[src/rtl/dispc_pkg.sv]
package dispc_pkg;
  typedef enum logic [1:0] {
    OP_WRITE = 2'd0,
    OP_SET   = 2'd1,
    OP_CLR   = 2'd2,
    OP_TOG   = 2'd3
  } wrOp_e;

  // slot index = byte offset >> 4
  localparam int SLOT_CTRL  = 0;
  localparam int SLOT_CTRL1 = 1;
  localparam int SLOT_XFER  = 3;
  localparam int SLOT_CUR   = 4;
  localparam int SLOT_NEXT  = 5;
  localparam int SLOT_ALT   = 35;

  localparam int BIT_RUN      = 0;
  localparam int BIT_FLAG     = 9;
  localparam int BIT_IRQ_EN   = 13;
  localparam logic [31:0] CTRL1_RESET = 32'h000F_0000;

  typedef struct packed {
    logic  ldCtrl;
    logic  ldCtrl1;
    logic  ldXfer;
    logic  ldCur;
    logic  ldNext;
    logic  ldAlt;
    logic  frameExpire;
    wrOp_e op;
  } regStrobe_t;

  function automatic logic [31:0] applyOp(logic [31:0] old, logic [31:0] d, wrOp_e op);
    case (op)
      OP_SET:  return old | d;
      OP_CLR:  return old & ~d;
      OP_TOG:  return old ^ d;
      default: return d;
    endcase
  endfunction
endpackage

[src/rtl/dispc_ctrl.sv]
module dispc_ctrl
  import dispc_pkg::*;
#(
  parameter int SLOT_W       = 10,
  parameter int FRAME_CYCLES = 1600000
) (
  input  logic              clk,
  input  logic              rstN,
  input  logic              wrEn,
  input  logic [SLOT_W-1:0] slot,
  input  wrOp_e             op,
  input  logic              runBit,
  input  logic              flagBit,
  output regStrobe_t        strb
);
  localparam int CNT_W = $clog2(FRAME_CYCLES + 1);
  localparam logic [CNT_W-1:0] CNT_LAST = CNT_W'(FRAME_CYCLES - 1);

  logic [CNT_W-1:0] frameCnt;
  logic counting;
  logic plainWr;

  assign counting = runBit && !flagBit;
  assign plainWr  = wrEn && (op == OP_WRITE);

  always_comb begin
    strb             = '0;
    strb.op          = op;
    strb.ldCtrl      = wrEn && (slot == SLOT_W'(SLOT_CTRL));
    strb.ldCtrl1     = wrEn && (slot == SLOT_W'(SLOT_CTRL1));
    strb.ldXfer      = plainWr && (slot == SLOT_W'(SLOT_XFER));
    strb.ldCur       = plainWr && (slot == SLOT_W'(SLOT_CUR));
    strb.ldNext      = plainWr && (slot == SLOT_W'(SLOT_NEXT));
    strb.ldAlt       = plainWr && (slot == SLOT_W'(SLOT_ALT));
    strb.frameExpire = counting && (frameCnt == CNT_LAST);
  end

  always_ff @(posedge clk or negedge rstN) begin
    if (!rstN)
      frameCnt <= '0;
    else if (!counting || frameCnt == CNT_LAST)
      frameCnt <= '0;
    else
      frameCnt <= frameCnt + 1'b1;
  end
endmodule

[src/rtl/dispc_regfile.sv]
module dispc_regfile
  import dispc_pkg::*;
#(
  parameter int SLOT_W = 10
) (
  input  logic              clk,
  input  logic              rstN,
  input  regStrobe_t        strb,
  input  logic [31:0]       wrData,
  input  logic [SLOT_W-1:0] rdSlot,
  output logic [31:0]       rdData,
  output logic [31:0]       ctrlReg,
  output logic [31:0]       ctrl1Reg,
  output logic [31:0]       xferReg,
  output logic [31:0]       curReg,
  output logic              invalPulse
);
  logic [31:0] nextReg;
  logic [31:0] altReg;
  logic [31:0] ctrl1Nxt;

  always_comb begin
    ctrl1Nxt = strb.ldCtrl1 ? applyOp(ctrl1Reg, wrData, strb.op) : ctrl1Reg;
    if (strb.ldNext || strb.ldAlt || strb.frameExpire)
      ctrl1Nxt[BIT_FLAG] = 1'b1;
  end

  always_ff @(posedge clk or negedge rstN) begin
    if (!rstN) begin
      ctrlReg    <= '0;
      ctrl1Reg   <= CTRL1_RESET;
      xferReg    <= '0;
      curReg     <= '0;
      nextReg    <= '0;
      altReg     <= '0;
      invalPulse <= 1'b0;
    end else begin
      if (strb.ldCtrl) ctrlReg <= applyOp(ctrlReg, wrData, strb.op);
      ctrl1Reg <= ctrl1Nxt;
      if (strb.ldXfer) xferReg <= wrData;
      if (strb.ldNext || strb.ldCur) curReg <= wrData;
      if (strb.ldNext) nextReg <= wrData;
      if (strb.ldAlt) altReg <= wrData;
      invalPulse <= strb.ldXfer || strb.ldCur || strb.ldNext;
    end
  end

  always_comb begin
    case (rdSlot)
      SLOT_W'(SLOT_CTRL):  rdData = ctrlReg;
      SLOT_W'(SLOT_CTRL1): rdData = ctrl1Reg;
      SLOT_W'(SLOT_XFER):  rdData = xferReg;
      SLOT_W'(SLOT_CUR):   rdData = curReg;
      SLOT_W'(SLOT_NEXT):  rdData = nextReg;
      SLOT_W'(SLOT_ALT):   rdData = altReg;
      default:             rdData = '0;
    endcase
  end
endmodule

[src/rtl/dispc_regs_top.sv]
module dispc_regs_top
  import dispc_pkg::*;
#(
  parameter int ADDR_W       = 14,
  parameter int FRAME_CYCLES = 1600000
) (
  input  logic              clk,
  input  logic              rstN,
  input  logic              busWrEn,
  input  logic [ADDR_W-1:2] busWordAddr,
  input  logic [31:0]       busWrData,
  output logic [31:0]       busRdData,
  output logic              irq,
  output logic              invalidate,
  output logic              runOut,
  output logic [1:0]        wordLenOut,
  output logic [31:0]       xferCount,
  output logic [31:0]       curBuf
);
  localparam int SLOT_W = ADDR_W - 4;

  regStrobe_t        strb;
  logic [SLOT_W-1:0] slot;
  wrOp_e             op;
  logic [31:0]       ctrlReg;
  logic [31:0]       ctrl1Reg;
  logic              frameFlag;

  assign slot      = busWordAddr[ADDR_W-1:4];
  assign op        = wrOp_e'(busWordAddr[3:2]);
  assign frameFlag = ctrl1Reg[BIT_FLAG];

  dispc_ctrl #(.SLOT_W(SLOT_W), .FRAME_CYCLES(FRAME_CYCLES)) ctrl_i (
    .clk(clk), .rstN(rstN), .wrEn(busWrEn), .slot(slot), .op(op),
    .runBit(ctrlReg[BIT_RUN]), .flagBit(frameFlag), .strb(strb)
  );

  dispc_regfile #(.SLOT_W(SLOT_W)) regs_i (
    .clk(clk), .rstN(rstN), .strb(strb), .wrData(busWrData),
    .rdSlot(slot), .rdData(busRdData), .ctrlReg(ctrlReg),
    .ctrl1Reg(ctrl1Reg), .xferReg(xferCount), .curReg(curBuf),
    .invalPulse(invalidate)
  );

  assign irq        = ctrl1Reg[BIT_IRQ_EN] && frameFlag;
  assign runOut     = ctrlReg[BIT_RUN];
  assign wordLenOut = ctrlReg[9:8];
endmodule

[config.mk]
export PLATFORM = sky130hd
export DESIGN_NAME = dispc_regs_top
export DESIGN_NICKNAME = d
export VERILOG_FILES = /design/src/rtl/dispc_pkg.sv /design/src/rtl/dispc_ctrl.sv /design/src/rtl/dispc_regfile.sv /design/src/rtl/dispc_regs_top.sv
export SDC_FILE = /design/constraint.sdc
export NUM_CORES = 1
export LEC_CHECK = 0
export BUFFER_PORTS_ARGS = -buffer_cell sky130_fd_sc_hd__buf_2
export CORE_UTILIZATION = 45
export DETAILED_ROUTE_END_ITERATION = 6
export SETUP_SLACK_MARGIN = 0.5
export SLEW_MARGIN = 30
export SYNTH_ARGS = -nofsm -noshare
export SYNTH_HDL_FRONTEND = slang
export SYNTH_SLANG_ARGS = --single-unit
[constraint.sdc]
create_clock -name clk -period 3.4 [get_ports clk]
set_input_delay 0.17 -clock clk [delete_from_list [all_inputs] [get_ports clk]]
set_output_delay 0.17 -clock clk [all_outputs]
set_load 0.01 [all_outputs]
### Word-level counts from Yosys, hierarchy flattened

Cells that the tools add are included.

| operators by class | value |
|---|---|
| add/sub/neg operators | 1 |
| equality and inequality tests | 9 |
| muxes and demuxes | 6 |
| bitwise gates (word level) | 7 |
| reduce and logical (&&, ||, !) cells | 21 |

Operators with widths:

| operator | number |
|---|---|
| case mux 32 bit (3 select lines) | 2 |
| case mux 32 bit (6 select lines) | 1 |
| AND 32 bit | 2 |
| OR 32 bit | 2 |
| XOR 32 bit | 2 |
| inverter 32 bit | 1 |
| adder 21 x 1 -> 21 bit, second input constant | 1 |
| equality test 21 bit, second input constant | 1 |
| 2-to-1 mux 21 bit | 1 |
| equality test 10 x 3 -> 1 bit, second input constant | 2 |
| equality test 10 x 1 -> 1 bit, second input constant | 1 |
| equality test 10 x 2 -> 1 bit, second input constant | 1 |
| equality test 10 x 6 -> 1 bit, second input constant | 1 |
| logical AND 1 bit | 10 |
| zero test 10 bit | 1 |
| 2-to-1 mux 10 bit | 1 |
| logical OR 1 bit | 6 |
| equality test 2 bit, second input constant | 2 |
| equality test 2 x 1 -> 1 bit, second input constant | 1 |
| zero test 1 bit | 2 |
| zero test 2 bit | 1 |
| nonzero test 2 bit | 1 |
| 2-to-1 mux 1 bit | 1 |

| word-level totals | value |
|---|---|
| register bits after elaboration | 214 |
| output and inout bits | 101 |
| logic and storage cells | 53 |

### Depth between registers and ports, before layout

| logic depth | value |
|---|---|
| depth in word-level cells | 6 |
| depth in mapped cells | 7 |
| gate-level depth less buffers | 6 |

### Cells and area by module

A second synthesis with hierarchy kept.

| second synthesis, totals | value |
|---|---|
| cells, all modules | 1,304 |
| area, all modules | 13,389.1 um^2 |

Modules (own cells, without submodules):

| module | times used | cells each | area an instance (um^2) |
|---|---|---|---|
| dispc_regfile | 1 | 1,176 | 12,224.2 |
| dispc_ctrl | 1 | 127 | 1,158.6 |
| dispc_regs_top | 1 | 1 | 6.3 |

### Least setup slack after synthesis

OpenSTA, ideal clock, no wires.

| timing | value |
|---|---|
| path type | input-to-output |
| from | in busWordAddr[9] (netlist bit) |
| to | out busRdData[0] |
| arrival | 1,707 ps |
| required time | 3,230 ps |
| slack | 1,523 ps |
| stages on the path | 6 |
| buffers on the path | 2 |
| path through | buf_2 > or4_4 > nor3_1 > clkbuf_1 > nand2_1 > o221ai_1 |

| on the way | value |
|---|---|
| word-level cells in the longest chain between the ends | 2 |
| elaborated cells on any way between the ends | 7 |

RTL lines:

| what | line | text |
|---|---|---|
| start, declared | dispc_regs_top.sv:10 | `input logic [ADDR_W-1:2] busWordAddr,` |
| equality test 10 x 6 -> 1 bit (tied with other cells) | dispc_regfile.sv:49 | `case (rdSlot)` |
| case mux 32 bit (6 select lines) * | dispc_regfile.sv:49 |  |
| end, declared | dispc_regs_top.sv:12 | `output logic [31:0] busRdData,` |

Mark *: on every way between the ends. The rest lies on a longest branch, timed or not.

### Worst setup path after layout

| timing | value |
|---|---|
| from | in busWordAddr[13] (netlist bit) |
| to | out busRdData[13] |

Same word-level chain as after synthesis.

==> results.json <==
{
  "status": "complete, no violations",
  "nNetsFinal": 1607,
  "die_x_um": 174,
  "syn_avg_cell_area_um2": 10.4,
  "area_delta_synth_final_pct": 18.4,
  "rsz0062_at_grt": "no",
  "hp-class": "in -> reg",
  "cp_top_family": "buffers and inverters",
  "tightest_slew_ns": 0.893,
  "diodes": 0,
  "ys_types": 41,
  "htreeDepth": 1,
  "drc": 0,
  "drv_slew": 0,
  "synth-async-reset-ratio_pct": 100,
  "path_max_fanout": 32,
  "clock_skew_ns": 0.00681,
  "ctsResizeCount": 0,
  "holdWs_ns": 0.107,
  "start_kind": "input pin",
  "slowest_delay_ns": 0.72,
  "cpMostUsedCell": "buf_2",
  "tns_ns": 0,
  "synth_ff_type": "dfrtp_1",
  "overflow": 0,
  "maxCapViolCount": 0,
  "die_y_um": 174,
  "endpoint_kind": "primary output",
  "slowest_stage": "nor4_1",
  "timing.final.ws_setup_ns": 0.661,
  "ys_seq_area_share_pct": 40.3,
  "dieArea_um2": 30300,
  "coreArea_um2": 28900,
  "drive_above_1_share_pct": 20.4,
  "period_share_pct": 80.6,
  "port_buffers": 147,
  "critPathRequiredTime_ns": 3.23,
  "yosysWarningCount": 0,
  "rows": 62,
  "r2r_slack_ns": 1.43,
  "hold_violations": 0,
  "ctsRootBufferMaster": "clkbuf_16",
  "power_leakage_nw": 8.04,
  "fmax_mhz": 365,
  "hpwl_um": 20800,
  "grt_pass1_vias": 9984,
  "grt_max_degree": 158,
  "gp_congestion": 0.741,
  "yosysMostFrequentCell": "dfrtp_1",
  "grt_pass1_wl_um": 53500,
  "cts.path.max_buffers": 3,
  "peakVddDrop_uv": 291,
  "post-cts-setup-buffer-count": 0,
  "cts_tree": "done",
  "synth_edf_count": 0,
  "pre_cts_ws_ns": 0.768,
  "path_class": "in -> out",
  "drt-vias-per-instance": 5.46,
  "wl_per_cell_um": 17.8,
  "ant_nets": 0,
  "synthTopCellsByArea": "dfrtp_1 39%, ha_1 12%, mux2_1 10%, mux2_2 5.8%, a211oi_1 5.3%",
  "cts_sinks": 214,
  "cts_hold_buf": 38,
  "slew-limit-headroom_pct": 40.5,
  "crit_buf_inv": 4,
  "ios": 148,
  "clock_latency_ns": 0.52,
  "cts_buffers": 26,
  "totalWireLength_um": 32600,
  "drtIter0Drc": 515,
  "synth_common_cells": "210 x dfrtp_1, 129 x a21oi_1, 129 x ha_1",
  "synth_seq_cells": 214,
  "crit_chain": "dlygate4sd3_1, buf_2, nor4_1, nand2_1, buf_4, o221ai_1, buf_2",
  "synth.cell_area_um2": 13300,
  "start_util_pct": 46.0,
  "yosysTopAreaCell": "dfrtp_1",
  "finalCriticalPeriod_ns": 2.74,
  "antenna_found_initial": 0,
  "syn-num-nets": 1451,
  "vias": 10000,
  "power.density_nw_per_um2": 383,
  "grt_use_total_pct": 21.8,
  "worst_setup_hold_path_clk_slew_ns": 0.06,
  "synth_top_area_share_pct": 39.5,
  "setup_violations": 0,
  "syn_inst": 1275,
  "first_pass_iters": 4,
  "cp.arrival_ns": 2.57
}
==> worst min-delay path, delay by kind of cell <==
family / cells / cell delay (ns)
AOI/OAI and AO/OA: 1 / 0.13
buffers and inverters: 2 / 0.19
and+or+nand+nor: 1 / 0.09
==> per-stage QoR <==
step | power [W] | utilization (%) | instances | area (um2)
after floorplan | 0.00297 | - | 1275 | 13300
after global placement | 0.00316 | 50.0 | 1748 | 14500
after detailed placement | 0.00318 | 50.0 | 1748 | 14500
after CTS | 0.00612 | 54.4 | 1832 | 15700
after global routing | 0.00629 | 54.5 | 1833 | 15800
final | 0.00604 | 54.5 | 1833 | 15800
==> final cells by class <==
class	count	area, um2
fillers	2526	13200
clock inverters	6	105
inverters	104	390
repair buffers	212	1420
multi-input cells	873	7240
clock buffers	40	785
well taps	384	480
flip-flops and latches	214	5360
==> flip-flops by register name, summed over array words and instances (netlist names) <==
signal             cells
regs_i.nextReg        32
regs_i.curReg         32
regs_i.ctrlReg        32
regs_i.invalPulse      1
regs_i.xferReg        32
regs_i.altReg         32
ctrl_i.frameCnt       21
regs_i.ctrl1Reg       32
==> routing by layer <==
metal / wire length (um) / vias to the layer above / global-route usage, %
met5: 0 / - / 0
met1: 16200 / 4922 / 31.7
met3: 1190 / 31 / 2.62
met2: 14700 / 184 / 34.8
li1: - / 4870 / -
met4: 526 / 0 / 4.68
==> final timing paths <==
| path | startpoint | cells after the start | to |
|---|---|---|---|
| max | busWordAddr[13] | 7 | busRdData[13] |
| min | busWrEn | 4 | regs_i.ctrl1Reg[27]$_DFFE_PN0P_ |
| max reg2reg | ctrl_i.frameCnt[0]$_DFF_PN0_ | 5 | ctrl_i.frameCnt[20]$_DFF_PN0_ |
| min reg2reg | regs_i.altReg[31]$_DFFE_PN0P_ | 1 | regs_i.altReg[31]$_DFFE_PN0P_ |
| max in group asynchronous | rstN | 4 | regs_i.xferReg[30]$_DFFE_PN0P_ |
| min in group asynchronous | rstN | 2 | regs_i.curReg[31]$_DFFE_PN0P_ |
==> cell usage in the layout (no fill, tap or decap), types with 3 or more instances in the layout <==
master / count
nor2_1: 117
nand3_1: 12
o221ai_1: 32
buf_2: 144
nor3_1: 3
buf_12: 5
a21oi_1: 129
clkbuf_16: 27
clkinv_2: 3
inv_1: 103
or4_1: 4
xor2_1: 6
dfrtp_1: 210
mux2_1: 122
dlygate4sd3_1: 38
mux2_2: 68
dfstp_2: 4
nand4_1: 7
nand2_1: 40
nor4_1: 6
ha_1: 129
xnor2_1: 7
a211oi_1: 94
clkbuf_8: 6
and2_1: 5
bufinv_16: 3
clkbuf_1: 7
nor4_2: 4
mux2i_1: 66
buf_4: 23
==> where the power goes <==
| part | switching, W | internal (W) | total [W] |
|---|---|---|---|
| logic | 0.000338 | 0.000232 | 0.000570 |
| registers | 0.0000224 | 0.00257 | 0.00260 |
| clock network | 0.00107 | 0.00180 | 0.00287 |
| total | 0.00143 | 0.00461 | 0.00604 |
==> cell families (layout without fill, tap and decap cells) <==
family / Yosys count / after routing / share of synthesized area [%]
buffers and inverters: 188 / 362 / 5.52
XOR/XNOR: 13 / 13 / 0.855
adder cells (fa/ha/maj): 129 / 129 / 12.1
AO/OA/AOI/OAI: 261 / 261 / 12.6
flip-flops: 214 / 214 / 40.3
multiplexers: 258 / 258 / 21.4
AND/OR/NAND/NOR: 212 / 212 / 7.32
Power figures use the tool's default switching activity.
